<file path="src/rtl/cud_pkg.sv">
package cud_pkg;

  typedef enum logic [3:0] {
    OP_NONE         = 4'd0,
    OP_READ_ARRAY   = 4'd1,
    OP_READ_ID      = 4'd2,
    OP_PROGRAM      = 4'd3,
    OP_SUSPEND      = 4'd4,
    OP_RESUME       = 4'd5,
    OP_READ_STATUS  = 4'd6,
    OP_CLEAR_STATUS = 4'd7,
    OP_ABORT        = 4'd8,
    OP_CHIP_ERASE   = 4'd9,
    OP_SECTOR_ERASE = 4'd10,
    OP_PROTECT      = 4'd11,
    OP_UNPROTECT    = 4'd12
  } op_e;

  typedef enum logic [1:0] {
    RD_ARRAY  = 2'd0,
    RD_ID     = 2'd1,
    RD_STATUS = 2'd2
  } rdsel_e;

  typedef enum logic [2:0] {
    ST_IDLE,
    ST_KEY1,
    ST_KEY2,
    ST_SETUP,
    ST_XKEY1,
    ST_XKEY2
  } seq_st_e;

  localparam logic [31:0] KEY1_ADDR = 32'h0000_5555;
  localparam logic [31:0] KEY2_ADDR = 32'h0000_2AAA;
  localparam logic [7:0]  KEY1_DATA = 8'hAA;
  localparam logic [7:0]  KEY2_DATA = 8'h55;

  localparam logic [7:0] CODE_READ_ARRAY   = 8'hF0;
  localparam logic [7:0] CODE_READ_ID      = 8'h90;
  localparam logic [7:0] CODE_PROGRAM      = 8'hA0;
  localparam logic [7:0] CODE_SUSPEND      = 8'hB0;
  localparam logic [7:0] CODE_RESUME       = 8'hD0;
  localparam logic [7:0] CODE_READ_STATUS  = 8'h70;
  localparam logic [7:0] CODE_CLEAR_STATUS = 8'h50;
  localparam logic [7:0] CODE_ABORT        = 8'hE0;
  localparam logic [7:0] CODE_SETUP_ERASE  = 8'h80;
  localparam logic [7:0] CODE_SETUP_PROT   = 8'h60;
  localparam logic [7:0] CODE_CHIP_ERASE   = 8'h10;
  localparam logic [7:0] CODE_SECTOR_ERASE = 8'h30;
  localparam logic [7:0] CODE_PROTECT      = 8'h20;
  localparam logic [7:0] CODE_UNPROTECT    = 8'h40;

endpackage

</file>
<file path="src/rtl/cud_match.sv">
module cud_match
  import cud_pkg::*;
#(
  parameter int MATCH_W = 15,
  parameter int DATA_W  = 8
) (
  input  logic [MATCH_W-1:0] addr_lo,
  input  logic [DATA_W-1:0]  data,
  output logic               key1_hit,
  output logic               key2_hit,
  output logic               at_cmd_addr,
  output op_e                short_op,
  output logic               setup_erase,
  output logic               setup_prot
);

  logic at_key2_addr;

  assign at_cmd_addr  = (addr_lo == KEY1_ADDR[MATCH_W-1:0]);
  assign at_key2_addr = (addr_lo == KEY2_ADDR[MATCH_W-1:0]);

  assign key1_hit    = at_cmd_addr  && (data == KEY1_DATA[DATA_W-1:0]);
  assign key2_hit    = at_key2_addr && (data == KEY2_DATA[DATA_W-1:0]);
  assign setup_erase = at_cmd_addr  && (data == CODE_SETUP_ERASE[DATA_W-1:0]);
  assign setup_prot  = at_cmd_addr  && (data == CODE_SETUP_PROT[DATA_W-1:0]);

  always_comb begin
    short_op = OP_NONE;
    if (at_cmd_addr) begin
      case (data)
        CODE_READ_ARRAY[DATA_W-1:0]:   short_op = OP_READ_ARRAY;
        CODE_READ_ID[DATA_W-1:0]:      short_op = OP_READ_ID;
        CODE_PROGRAM[DATA_W-1:0]:      short_op = OP_PROGRAM;
        CODE_SUSPEND[DATA_W-1:0]:      short_op = OP_SUSPEND;
        CODE_RESUME[DATA_W-1:0]:       short_op = OP_RESUME;
        CODE_READ_STATUS[DATA_W-1:0]:  short_op = OP_READ_STATUS;
        CODE_CLEAR_STATUS[DATA_W-1:0]: short_op = OP_CLEAR_STATUS;
        CODE_ABORT[DATA_W-1:0]:        short_op = OP_ABORT;
        default:                       short_op = OP_NONE;
      endcase
    end
  end

endmodule

</file>
<file path="src/rtl/cud_seq.sv">
module cud_seq
  import cud_pkg::*;
#(
  parameter int SECT_W = 5,
  parameter int DATA_W = 8
) (
  input  logic              clk,
  input  logic              rst,
  input  logic              wr_en,
  input  logic [DATA_W-1:0] data,
  input  logic [SECT_W-1:0] sector_in,
  input  logic              key1_hit,
  input  logic              key2_hit,
  input  logic              at_cmd_addr,
  input  op_e               short_op,
  input  logic              setup_erase,
  input  logic              setup_prot,
  output logic              cand_valid,
  output op_e               cand_op,
  output logic [SECT_W-1:0] cand_sector
);

  localparam logic [SECT_W-1:0] SECT_FIRST = '0;
  localparam logic [SECT_W-1:0] SECT_LAST  = '1;

  seq_st_e st_q, st_d;
  logic    kind_prot_q, kind_prot_d;
  logic    edge_sector;

  assign edge_sector = (sector_in == SECT_FIRST) || (sector_in == SECT_LAST);

  always_comb begin
    st_d        = st_q;
    kind_prot_d = kind_prot_q;
    cand_valid  = 1'b0;
    cand_op     = OP_NONE;
    cand_sector = '0;
    if (wr_en) begin
      st_d = ST_IDLE;
      case (st_q)
        ST_IDLE:  if (key1_hit) st_d = ST_KEY1;
        ST_KEY1:  if (key2_hit) st_d = ST_KEY2;
        ST_KEY2: begin
          if (short_op != OP_NONE) begin
            cand_valid = 1'b1;
            cand_op    = short_op;
          end else if (setup_erase) begin
            st_d        = ST_SETUP;
            kind_prot_d = 1'b0;
          end else if (setup_prot) begin
            st_d        = ST_SETUP;
            kind_prot_d = 1'b1;
          end
        end
        ST_SETUP: if (key1_hit) st_d = ST_XKEY1;
        ST_XKEY1: if (key2_hit) st_d = ST_XKEY2;
        ST_XKEY2: begin
          if (!kind_prot_q) begin
            if (at_cmd_addr && data == CODE_CHIP_ERASE[DATA_W-1:0]) begin
              cand_valid = 1'b1;
              cand_op    = OP_CHIP_ERASE;
            end else if (data == CODE_SECTOR_ERASE[DATA_W-1:0]) begin
              cand_valid  = 1'b1;
              cand_op     = OP_SECTOR_ERASE;
              cand_sector = sector_in;
            end
          end else if (edge_sector) begin
            if (data == CODE_PROTECT[DATA_W-1:0]) begin
              cand_valid  = 1'b1;
              cand_op     = OP_PROTECT;
              cand_sector = sector_in;
            end else if (data == CODE_UNPROTECT[DATA_W-1:0]) begin
              cand_valid  = 1'b1;
              cand_op     = OP_UNPROTECT;
              cand_sector = sector_in;
            end
          end
        end
        default: st_d = ST_IDLE;
      endcase
    end
  end

  always_ff @(posedge clk) begin
    if (rst) begin
      st_q        <= ST_IDLE;
      kind_prot_q <= 1'b0;
    end else begin
      st_q        <= st_d;
      kind_prot_q <= kind_prot_d;
    end
  end

endmodule

</file>
<file path="src/rtl/cud_filter.sv">
module cud_filter
  import cud_pkg::*;
(
  input  logic cand_valid,
  input  op_e  cand_op,
  input  logic busy_prog,
  input  logic busy_erase,
  input  logic suspended,
  output logic accept
);

  logic allow;

  always_comb begin
    if (suspended)
      allow = (cand_op == OP_READ_ARRAY) || (cand_op == OP_READ_STATUS) ||
              (cand_op == OP_ABORT)      || (cand_op == OP_RESUME);
    else if (busy_prog)
      allow = (cand_op == OP_READ_STATUS);
    else if (busy_erase)
      allow = (cand_op == OP_READ_STATUS) || (cand_op == OP_SUSPEND);
    else
      allow = (cand_op != OP_SUSPEND) && (cand_op != OP_RESUME);
  end

  assign accept = cand_valid && allow;

endmodule

</file>
<file path="src/rtl/cmd_unlock_decoder.sv">
module cmd_unlock_decoder
  import cud_pkg::*;
#(
  parameter int ADDR_W  = 21,
  parameter int DATA_W  = 8,
  parameter int SECT_W  = 5,
  parameter int MATCH_W = 15
) (
  input  logic              clk,
  input  logic              rst,
  input  logic              wr_en,
  input  logic [ADDR_W-1:0] wr_addr,
  input  logic [DATA_W-1:0] wr_data,
  input  logic              busy_prog,
  input  logic              busy_erase,
  input  logic              suspended,
  output logic              req_valid,
  output logic [3:0]        req_op,
  output logic [SECT_W-1:0] req_sector,
  output logic [1:0]        rd_sel
);

  localparam int SECT_LSB = ADDR_W - SECT_W;
  localparam int GAP_W    = SECT_LSB - MATCH_W;

  logic              key1_hit, key2_hit, at_cmd_addr, setup_erase, setup_prot;
  op_e               short_op;
  logic              cand_valid, accept;
  op_e               cand_op;
  logic [SECT_W-1:0] cand_sector;
  rdsel_e            rd_q, rd_d;

  generate
    if (GAP_W > 0) begin : g_gap
      logic addr_gap_unused;
      assign addr_gap_unused = ^wr_addr[SECT_LSB-1:MATCH_W];
    end
  endgenerate

  cud_match #(.MATCH_W(MATCH_W), .DATA_W(DATA_W)) u_match (
    .addr_lo     (wr_addr[MATCH_W-1:0]),
    .data        (wr_data),
    .key1_hit    (key1_hit),
    .key2_hit    (key2_hit),
    .at_cmd_addr (at_cmd_addr),
    .short_op    (short_op),
    .setup_erase (setup_erase),
    .setup_prot  (setup_prot)
  );

  cud_seq #(.SECT_W(SECT_W), .DATA_W(DATA_W)) u_seq (
    .clk         (clk),
    .rst         (rst),
    .wr_en       (wr_en),
    .data        (wr_data),
    .sector_in   (wr_addr[ADDR_W-1:SECT_LSB]),
    .key1_hit    (key1_hit),
    .key2_hit    (key2_hit),
    .at_cmd_addr (at_cmd_addr),
    .short_op    (short_op),
    .setup_erase (setup_erase),
    .setup_prot  (setup_prot),
    .cand_valid  (cand_valid),
    .cand_op     (cand_op),
    .cand_sector (cand_sector)
  );

  cud_filter u_filter (
    .cand_valid (cand_valid),
    .cand_op    (cand_op),
    .busy_prog  (busy_prog),
    .busy_erase (busy_erase),
    .suspended  (suspended),
    .accept     (accept)
  );

  always_comb begin
    rd_d = rd_q;
    if (accept) begin
      case (cand_op)
        OP_READ_ARRAY: rd_d = RD_ARRAY;
        OP_READ_ID:    rd_d = RD_ID;
        OP_READ_STATUS, OP_PROGRAM, OP_SUSPEND, OP_CHIP_ERASE,
        OP_SECTOR_ERASE, OP_PROTECT, OP_UNPROTECT: rd_d = RD_STATUS;
        default:       rd_d = rd_q;
      endcase
    end
  end

  always_ff @(posedge clk) begin
    if (rst) begin
      req_valid  <= 1'b0;
      req_op     <= OP_NONE;
      req_sector <= '0;
      rd_q       <= RD_ARRAY;
    end else begin
      req_valid  <= accept;
      req_op     <= accept ? cand_op : OP_NONE;
      req_sector <= accept ? cand_sector : '0;
      rd_q       <= rd_d;
    end
  end

  assign rd_sel = rd_q;

endmodule

</file>
<file path="config.mk">
export PLATFORM = sky130hd
export DESIGN_NAME = cmd_unlock_decoder
export DESIGN_NICKNAME = d
export VERILOG_FILES = /design/src/rtl/cud_pkg.sv /design/src/rtl/cud_match.sv /design/src/rtl/cud_seq.sv /design/src/rtl/cud_filter.sv /design/src/rtl/cmd_unlock_decoder.sv
export SDC_FILE = /design/constraint.sdc
export NUM_CORES = 1
export LEC_CHECK = 0
export BUFFER_PORTS_ARGS = -buffer_cell sky130_fd_sc_hd__buf_2
export CORE_MARGIN = 1.5
export CORE_UTILIZATION = 53
export DETAILED_ROUTE_END_ITERATION = 10
export GPL_TIMING_DRIVEN = 0
export PLACE_DENSITY = 0.94
export SETUP_SLACK_MARGIN = 0.1
export SLEW_MARGIN = 20
export SYNTH_ARGS = -nofsm -noshare
export SYNTH_HDL_FRONTEND = slang
export SYNTH_HIERARCHICAL = 1
export SYNTH_SLANG_ARGS = --single-unit
</file>
<file path="constraint.sdc">
create_clock -name clk -period 8.7 [get_ports clk]
set_input_delay 1.74 -clock clk [delete_from_list [all_inputs] [get_ports clk]]
set_output_delay 1.74 -clock clk [all_outputs]
set_load 0.005 [all_outputs]
</file>
==> results.json <==
{
  "fin_worst_skew_ns": 0.006974,
  "path_clk_slew_ns": 0.10,
  "boundaryPins": 47,
  "arrival_ns": 4.91,
  "r2r_slack_ns": 5.57,
  "wl_per_cell_um": 13.98,
  "clock-sinks": 16,
  "synth_top_cell_by_area": "dfxtp_1",
  "post_cts_resized": 0,
  "dpl.cell_count": 228,
  "die_area_um2": 2764,
  "worstMarginPinSlew_ns": 0.9659,
  "drcViolationCount": 0,
  "status": "finished clean",
  "holdWs_ns": 0.4697,
  "grt_pass1_vias": 1354,
  "diodes": 0,
  "drive_gt1_share_pct": 32.84,
  "grt_start_max_net_pins": 15,
  "insertion_delay_ns": 0.29,
  "holdPathStages": 2,
  "vias": 1431,
  "stdcell_count": 232,
  "fin_crit_ns": 4.719,
  "hold_buffers": 0,
  "synth.distinct_cells": 46,
  "dieWidth_um": 52.58,
  "cp-startpoint": "wr_data[7]",
  "cts_tree": "built",
  "num_rows": 17,
  "cts_buffers": 3,
  "pre_cts_ws_ns": 3.695,
  "gr-total-overflow": 0,
  "dr.pass1.iters": 4,
  "first_iter_violations": 47,
  "postRouteAntennaNets": 0,
  "die_h_um": 52.58,
  "place_congestion": 0.8798,
  "setup_viol": 0,
  "slew_headroom_pct": 35.22,
  "start_util_pct": 57.23,
  "worstSetupPathType": "primary input to register",
  "place_area_um2": 1563,
  "hold_violations": 0,
  "syn_inst": 155,
  "dp_hpwl_um": 2585,
  "crit_path_top_delay_cell": "o41ai_1",
  "worst_setup_path_start_kind": "primary input",
  "synthToLayoutAreaGrowth_pct": 22.77,
  "wirelength_um": 3244,
  "rsz0062_at_grt": "false",
  "p_leak_nw": 0.6344,
  "worstPathCellList": "buf_2 > nor3_1 > nor3b_1 > nand4b_1 > o41ai_1 > or3b_1 > o221ai_1 > o21ai_1 > nor2b_1 > buf_2 > and2_2",
  "postCtsSetupBuffers": 0,
  "cap_viol_max_count": 0,
  "cts-root-buf": "clkbuf_4",
  "grt_use_total_pct": 25.89,
  "power.density_nw_per_um2": 90.74,
  "port_buffers": 45,
  "required_ns": 8.89,
  "final_nets": 240,
  "ys_seq_elements": 16,
  "maxSlewViolCount": 0,
  "synth_top_cell_area_share_pct": 24.59,
  "core_area_um2": 2276,
  "crit_top_cell": "buf_2",
  "clk_path_buf_depth": 2,
  "ir_worst_vdd_uv": 66.75,
  "cp_slowest_stage_delay_ns": 0.79,
  "yosysSeqAreaShare_pct": 24.59,
  "yosys_warnings": 6,
  "async_reset_ff_share_pct": 0,
  "grt_pass1_wl_um": 5478,
  "rr_worst_depth": 11,
  "syn_avg_cell_area_um2": 8.403,
  "synthTopCellsByArea": "dfxtp_1 (25%), and2_1 (4.8%), nor2b_1 (4.8%)",
  "viasPerCell": 6.168,
  "final_area_um2": 1599,
  "fillCellCount": 186,
  "htreeDepth": 1,
  "fin_tns_setup_ns": 0,
  "finalWorstSetupSlack_ns": 3.981,
  "r2r_start": "u_seq/st_q[1]$_SDFFE_PP0P_",
  "fmax_mhz": 211.9,
  "antenna_found_initial": 0,
  "crit_path_max_fanout": 10,
  "synthesis.area_um2": 1302,
  "synth_enable_flop_cells": 0,
  "hold_class": "register to register",
  "cp-end-kind": "register",
  "endpoint": "req_op[1]$_SDFF_PP0_",
  "r2r-end": "req_op[1]$_SDFF_PP0_",
  "post-route-period-util_pct": 54.25,
  "syn_nets": 190,
  "synthFlopType": "dfxtp_1"
}
[state kept, by name, summed over array words and instances, names as in the netlist]
signal and cells:
req_sector 5, req_valid 1, rd_sel 2, u_seq/st_q 3, u_seq/kind_prot_q 1, req_op 4
[worst min path at each step]
stage | endpoint | from | slack (ns)
floorplan | rd_sel[0]$_SDFFE_PP0P_ | rd_sel[0]$_SDFFE_PP0P_ | 0.46
global placement | rd_sel[1]$_SDFFE_PP0P_ | rd_sel[1]$_SDFFE_PP0P_ | 0.45
detailed placement | rd_sel[0]$_SDFFE_PP0P_ | rd_sel[0]$_SDFFE_PP0P_ | 0.46
CTS | rd_sel[0]$_SDFFE_PP0P_ | rd_sel[0]$_SDFFE_PP0P_ | 0.48
global route | rd_sel[0]$_SDFFE_PP0P_ | rd_sel[0]$_SDFFE_PP0P_ | 0.49
finish | rd_sel[0]$_SDFFE_PP0P_ | rd_sel[0]$_SDFFE_PP0P_ | 0.47
[metal layers]
layer  routed length [um]  track usage (%)  up-vias  part of all wire [%]
li1                     -                -      693                     -
met1                 1302            28.95      665                    40
met2                 1614            46.46       63                    50
met3                  261            7.143       10                   8.0
met4                   66            8.974        0                   2.0
met5                    0                0        -                     0
[per-stage QoR]
stage	util, %	power, mW
floorplan	-	0.08365
global placement	68.66	0.09662
detailed placement	68.66	0.09777
CTS	70.26	0.1475
global route	70.26	0.1521
finish	70.26	0.1451
[layout by cell type (no fill, tap or decap), types with 2 or more instances in the layout]
| cell | synthesis | layout |
|---|---|---|
| nand4b_1 | 5 | 5 |
| nand4_1 | 5 | 5 |
| a21oi_1 | 5 | 5 |
| xor2_1 | 2 | 2 |
| a211oi_1 | 3 | 3 |
| nor3b_1 | 7 | 7 |
| a32oi_1 | 2 | 2 |
| nand2b_1 | 2 | 2 |
| a31oi_1 | 3 | 3 |
| nor4b_1 | 6 | 6 |
| and4bb_2 | 3 | 3 |
| nor4bb_1 | 3 | 3 |
| dfxtp_1 | 16 | 16 |
| nor2b_1 | 10 | 10 |
| o21ai_0 | 4 | 4 |
| nor4_1 | 2 | 2 |
| o21ai_1 | 2 | 2 |
| clkbuf_4 | 0 | 3 |
| nor2_1 | 8 | 8 |
| nand3_1 | 3 | 3 |
| nand2_1 | 13 | 13 |
| inv_1 | 4 | 4 |
| nor3_1 | 6 | 6 |
| or4_4 | 2 | 2 |
| buf_2 | 4 | 49 |
| o31ai_1 | 2 | 2 |
| nand3b_1 | 2 | 2 |
| and2_1 | 10 | 10 |
| mux2i_1 | 2 | 2 |
| nor4b_4 | 2 | 2 |
[cells by family (layout without fill, tap and decap cells)]
group	count (synthesis)	in the layout	share of synthesized area, %
and+or+nand+nor	100	100	55.04
muxes	3	3	3.266
xor gates and xnor gates	3	3	2.018
DFF	16	16	24.59
AOI/OAI and AO/OA	25	25	12.39
buffers and inverters	8	57	2.689
[synth_stat cells, types with 2 or more instances]
library cell and count:
nor4bb_1 3, nor3_1 6, nand2_1 13, mux2i_1 2
nand3_1 3, nor3b_1 7, and4bb_2 3, nor4_1 2
or4_4 2, and2_1 10, nor4b_4 2, o31ai_1 2
a32oi_1 2, dfxtp_1 16, nand4_1 5, a31oi_1 3
nor2_1 8, buf_2 4, nor4b_1 6, inv_1 4
nand3b_1 2, nand4b_1 5, a211oi_1 3, nor2b_1 10
nand2b_1 2, o21ai_0 4, a21oi_1 5, xor2_1 2
o21ai_1 2
[critical path, delay by kind of cell]
family	cells	cell delay [ns]
AOI/OAI and AO/OA	3	1.07
buffers and inverters	2	0.29
and+or+nand+nor	6	1.81
[power breakdown]
part,total (mW),internal [mW],switching (mW)
sequential,0.0732,0.0732,0.000000000283
combinational,0.0234,0.0111,0.0122
clock,0.0485,0.0255,0.0231
total,0.145,0.110,0.0353
[cell type report]
type,instances,area [um2],area share (%)
multi-input cells,131,947.2,59.23
flip-flops and latches,16,320.3,20.03
repair buffers,45,225.2,14.08
clock buffers,4,36.28,2.269
well taps,28,35.03,2.191
plain buffers,4,20.02,1.252
inverters,4,15.01,0.9390
No activity file was read; power rests on OpenSTA's default activity.
